`config.mk`:
```
export PLATFORM = sky130hd
export DESIGN_NAME = lbx_modem_xbar
export DESIGN_NICKNAME = d
export VERILOG_FILES = /design/src/rtl/lbx_pkg.sv /design/src/rtl/lbx_sync.sv /design/src/rtl/lbx_route.sv /design/src/rtl/lbx_msr.sv /design/src/rtl/lbx_modem_xbar.sv
export SDC_FILE = /design/constraint.sdc
export NUM_CORES = 1
export LEC_CHECK = 0
export ABC_CLOCK_PERIOD_IN_PS = 2600
export BUFFER_PORTS_ARGS = -buffer_cell sky130_fd_sc_hd__buf_2
export CAP_MARGIN = 10
export CELL_PAD_IN_SITES_DETAIL_PLACEMENT = 1
export CELL_PAD_IN_SITES_GLOBAL_PLACEMENT = 1
export CORE_UTILIZATION = 34
export DETAILED_ROUTE_END_ITERATION = 6
export PLACE_DENSITY = 0.86
export SYNTH_ARGS = -nofsm -noshare
export SYNTH_HDL_FRONTEND = slang
export SYNTH_HIERARCHICAL = 1
export SYNTH_SLANG_ARGS = --single-unit
```
`constraint.sdc`:
```
create_clock -name clk -period 2.6 [get_ports clk]
set_input_delay 0.26 -clock clk [delete_from_list [all_inputs] [get_ports clk]]
set_output_delay 0.26 -clock clk [all_outputs]
set_load 0.1 [all_outputs]
```
`src/rtl/lbx_pkg.sv`:
```
package lbx_pkg;

    // modem status, active-high internal view
    typedef struct packed {
        logic cd;
        logic ri;
        logic dsr;
        logic cts;
    } mdm_t;

    localparam int LOOP_BIT = 4;

    // external pins are active low
    function automatic mdm_t pins_to_status(input logic [3:0] pins_n);
        mdm_t s;
        s = mdm_t'(~pins_n);
        return s;
    endfunction

    // fixed crossing used in loopback: ctl[0]->DSR, ctl[1]->CTS, ctl[2]->RI, ctl[3]->CD
    function automatic mdm_t ctl_to_status(input logic [3:0] ctl);
        mdm_t s;
        s.dsr = ctl[0];
        s.cts = ctl[1];
        s.ri  = ctl[2];
        s.cd  = ctl[3];
        return s;
    endfunction

endpackage

```
`src/rtl/lbx_sync.sv`:
```
module lbx_sync #(
    parameter int W = 4,
    parameter int STAGES = 2,
    parameter logic [W-1:0] RST_VAL = '1
) (
    input  logic         clk,
    input  logic         rst,
    input  logic [W-1:0] d,
    output logic [W-1:0] q
);
    logic [W-1:0] stg [STAGES];

    for (genvar i = 0; i < STAGES; i++) begin : g_stage
        if (i == 0) begin : g_first
            always_ff @(posedge clk) begin
                if (rst) stg[0] <= RST_VAL;
                else     stg[0] <= d;
            end
        end else begin : g_next
            always_ff @(posedge clk) begin
                if (rst) stg[i] <= RST_VAL;
                else     stg[i] <= stg[i-1];
            end
        end
    end

    assign q = stg[STAGES-1];
endmodule

```
`src/rtl/lbx_route.sv`:
```
module lbx_route
    import lbx_pkg::*;
(
    input  logic       loop_i,
    input  logic [3:0] ctl_i,
    input  logic       ser_tx_i,
    input  logic       rx_pin,
    input  logic [3:0] ext_n_i,   // {dcd_n, ri_n, dsr_n, cts_n} synchronized
    output logic       tx_pin,
    output logic       rts_n,
    output logic       dtr_n,
    output logic       aux1_n,
    output logic       aux2_n,
    output logic       ser_rx_o,
    output mdm_t       sel_o
);
    always_comb begin
        if (loop_i) begin
            tx_pin   = 1'b1;
            rts_n    = 1'b1;
            dtr_n    = 1'b1;
            aux1_n   = 1'b1;
            aux2_n   = 1'b1;
            ser_rx_o = ser_tx_i;
            sel_o    = ctl_to_status(ctl_i);
        end else begin
            tx_pin   = ser_tx_i;
            dtr_n    = ~ctl_i[0];
            rts_n    = ~ctl_i[1];
            aux1_n   = ~ctl_i[2];
            aux2_n   = ~ctl_i[3];
            ser_rx_o = rx_pin;
            sel_o    = pins_to_status(ext_n_i);
        end
    end
endmodule

```
`src/rtl/lbx_msr.sv`:
```
module lbx_msr
    import lbx_pkg::*;
(
    input  logic       clk,
    input  logic       rst,
    input  mdm_t       sel_i,
    input  logic       rd_i,
    output logic [7:0] msr_o
);
    mdm_t       st_q;
    logic [3:0] dl_q;   // {dcd, teri, ddsr, dcts}
    logic [3:0] ev;

    always_comb begin
        ev[0] = sel_i.cts ^ st_q.cts;
        ev[1] = sel_i.dsr ^ st_q.dsr;
        ev[2] = st_q.ri & ~sel_i.ri;
        ev[3] = sel_i.cd ^ st_q.cd;
    end

    always_ff @(posedge clk) begin
        if (rst) begin
            st_q <= '0;
            dl_q <= '0;
        end else begin
            st_q <= sel_i;
            dl_q <= (rd_i ? 4'b0 : dl_q) | ev;
        end
    end

    assign msr_o = {st_q.cd, st_q.ri, st_q.dsr, st_q.cts, dl_q};

    assert_teri_on_fall_R9: assert property (@(posedge clk) disable iff (rst)
        $rose(dl_q[2]) |-> $fell(st_q.ri));

    assert_dcts_on_change_R8: assert property (@(posedge clk) disable iff (rst)
        $rose(dl_q[0]) |-> (st_q.cts != $past(st_q.cts)));

    assert_read_clears_R10: assert property (@(posedge clk) disable iff (rst)
        (rd_i && (sel_i == st_q)) |=> (dl_q == 4'b0));
endmodule

```
`src/rtl/lbx_modem_xbar.sv`:
```
module lbx_modem_xbar
    import lbx_pkg::*;
#(
    parameter int SYNC_STAGES = 2
) (
    input  logic       clk,
    input  logic       rst,
    input  logic [4:0] mcr_bits,
    input  logic       msr_rd,
    input  logic       ser_tx_i,
    input  logic       rx_pin,
    input  logic       cts_n_pin,
    input  logic       dsr_n_pin,
    input  logic       dcd_n_pin,
    input  logic       ri_n_pin,
    output logic       tx_pin,
    output logic       rts_n_pin,
    output logic       dtr_n_pin,
    output logic       aux1_n_pin,
    output logic       aux2_n_pin,
    output logic       ser_rx_o,
    output logic [7:0] msr_o
);
    logic       lb_q;
    logic [3:0] ext_n_s;
    mdm_t       sel;

    always_ff @(posedge clk) begin
        if (rst) lb_q <= 1'b0;
        else     lb_q <= mcr_bits[LOOP_BIT];
    end

    lbx_sync #(.W(4), .STAGES(SYNC_STAGES), .RST_VAL(4'hF)) u_sync (
        .clk (clk),
        .rst (rst),
        .d   ({dcd_n_pin, ri_n_pin, dsr_n_pin, cts_n_pin}),
        .q   (ext_n_s)
    );

    lbx_route u_route (
        .loop_i   (lb_q),
        .ctl_i    (mcr_bits[3:0]),
        .ser_tx_i (ser_tx_i),
        .rx_pin   (rx_pin),
        .ext_n_i  (ext_n_s),
        .tx_pin   (tx_pin),
        .rts_n    (rts_n_pin),
        .dtr_n    (dtr_n_pin),
        .aux1_n   (aux1_n_pin),
        .aux2_n   (aux2_n_pin),
        .ser_rx_o (ser_rx_o),
        .sel_o    (sel)
    );

    lbx_msr u_msr (
        .clk   (clk),
        .rst   (rst),
        .sel_i (sel),
        .rd_i  (msr_rd),
        .msr_o (msr_o)
    );

    assert_pins_idle_R2: assert property (@(posedge clk) disable iff (rst)
        mcr_bits[LOOP_BIT] |=> (tx_pin && rts_n_pin && dtr_n_pin && aux1_n_pin && aux2_n_pin));

    assert_serial_fold_R1: assert property (@(posedge clk) disable iff (rst)
        mcr_bits[LOOP_BIT] |=> (ser_rx_o == ser_tx_i));

    assert_status_map_R4: assert property (@(posedge clk) disable iff (rst)
        lb_q |=> (msr_o[4] == $past(mcr_bits[1]) && msr_o[5] == $past(mcr_bits[0]) &&
                  msr_o[6] == $past(mcr_bits[2]) && msr_o[7] == $past(mcr_bits[3])));
endmodule

```
==> run summary <==
status: completed
Max FO, Critical Path: 14
# DRC: 0
gpl congestion: 0.670
dpl cells: 108
Cell Pwr Density: 725 nW/µm²
vias in the first global route: 473
Via Count: 476
Max-Slew Margin vs Limit: 67.6%
CP Launch Point: lb_q
Fin. Hold Viols: 0
Hold Crit Class: in2reg
die height: 44.6 µm
Nets: 102
critical path arrival: 1570 ps
CORE AREA: 1710 µm²
critical path capture point: ser_rx_o
Filler Cells Inserted: 202
critical path endpoint category: primary output
largest cells by area after synthesis: dfxtp_1 55%, nand2b_1 9.1%, or2_1 9.1%
commonest non-fill, non-tap cells in the layout: 27 x buf_2, 17 x dfxtp_1, 9 x nand2b_1, 9 x or2_1
reg2reg path depth: 4
Period Utilization, post-route: 70.5%
Setup TNS Final: 0 ps
Clock Skews: 0.774 ps
Rows: 15
DRT iter0 DRCs: 3
maximum vdd drop: 289 µV
CTS Sinks: 17
critical path class: reg2out
Multi-input gate area: 264 µm²
final hold slack: 137 ps
cts hold-fix bufs: 0
#FFs+latches synth: 17
initial core utilization: 36.0%
max-cap viol count: 0
Reg clk slew, reported paths: 90 ps
Via density: 4.25
Syn Nets: 71
DR pass1 iterations: 2
number of CTS-inserted buffers: 3
initial antenna violation count: 0
Top Ports: 28
fmax: 0.546 GHz
remaining antenna violation count: 0
unrepaired setup endpoints after global routing: no
Tmin final: 1830 ps
Area Overhead vs Synth: 29.5%
GRT Util Overall: 14.1%
detailed-route wire length: 1090 µm
chip width: 44.6 µm
fin cells: 112
syn_area_per_cell: 10.8 µm²
Port-buffer cells: 27
area leader, netlist: dfxtp_1
startpoint types: register
area of the die: 1980 µm²
Distinct cells, synth: 13
ANT cells: 0
Max clock buf depth: 2
pre-CTS setup slack: 1070 ps
Clock Latency Late Sink: 290 ps
Seq. cell area: 340 µm²
share of the synthesized area in the top cell type: 55.3%
Setup violations, final: 0
WP data required: 2340 ps
sequential cell area fraction in the yosys report: 55.3%
CTS tree: yes
setup slack, reg-to-reg: 1430 ps
Worst Tran Pin Value: 489 ps
synthesized area: 616 µm²
GRT overflow: 0
postcts setup bufs: 0
placed cell area: 771 µm²
commonest non-fill, non-tap cell in the layout: buf_2
drt wl/cell: 9.71 µm
share of cells above drive strength 1: 42.5%
post-route cell area: 797 µm²
RR Endpoint: u_msr/dl_q[3]
Root Driver: clkbuf_4
H-tree Lvls: 1
RR Startpoint: lb_q
Final WS setup: 768 ps
cell count after synthesis: 57
Slew Limit Fails: 0
cts repair resizes: 0
Ys Warns: 6
Hold Path Stages: 2
P_leak: 0.352 nW
first-pass GRT wire length: 1880 µm
largest net degree at the start of global routing: 18
[flip-flops by register name, summed over array words and instances, names as in the netlist]
name,cells
u_sync/stg,8
u_msr/dl_q,4
lb_q,1
u_msr/msr_o,4
[layout make-up]
type | instances | share of cell area [%]
Sequential cell | 17 | 42.7
Tap cell | 25 | 3.92
Clock buffer | 4 | 3.30
Multi-Input combinational cell | 39 | 33.1
Timing Repair Buffer | 27 | 17.0
[metal layers]
layer	track usage, %	vias to the layer above	routed length, µm
li1	-	238	-
met1	13.8	216	407
met2	22.9	18	557
met3	5.31	4	81
met4	12.7	0	42
met5	0	-	0
[Yosys cell counts, drive strengths merged]
cell type  number
or2             9
buf             1
xnor2           3
nor2b           5
a21oi           4
mux2            1
o21ai           4
nand2b          9
nand2           4
dfxtp          17
[worst min path at each step]
stage                                start          endpoint
final                            dsr_n_pin  u_sync/stg[0][1]
after floorplan                        rst              lb_q
after CTS                        dsr_n_pin  u_sync/stg[0][1]
after global placement    u_sync/stg[0][0]  u_sync/stg[1][0]
after detailed placement  u_sync/stg[0][1]  u_sync/stg[1][1]
after global routing             dcd_n_pin  u_sync/stg[0][3]
[kinds of logic (layout without fill, tap and decap cells)]
kind of cell / Yosys count / after routing / synth area share [%]
and+or+nand+nor: 27 / 27 / 27.8
DFF: 17 / 17 / 55.3
AOI/OAI and AO/OA: 8 / 8 / 8.94
xor gates and xnor gates: 3 / 3 / 4.27
muxes: 1 / 1 / 1.83
buffers and inverters: 1 / 31 / 1.83
[report_power, final]
group          internal [mW]  switching (mW)
Combinational         0.0333           0.123
Clock                 0.0598          0.0793
Sequential             0.274         0.00832
[critical path, stage by stage, from the launching register on]
cell,delay (ps)
dfxtp_1,620
mux2_1,360
buf_2,290
[per-stage QoR]
| step | total power [mW] | util, % |
|---|---|---|
| 3_3_place_gp | 0.443 | 45.1 |
| 4_1_cts | 0.588 | 46.7 |
| 5_1_grt | 0.604 | 46.7 |
| 2_1_floorplan | 0.417 | - |
| 3_5_place_dp | 0.447 | 45.1 |
| 6_report | 0.578 | 46.7 |
No activity file was read; power rests on OpenSTA's default activity.
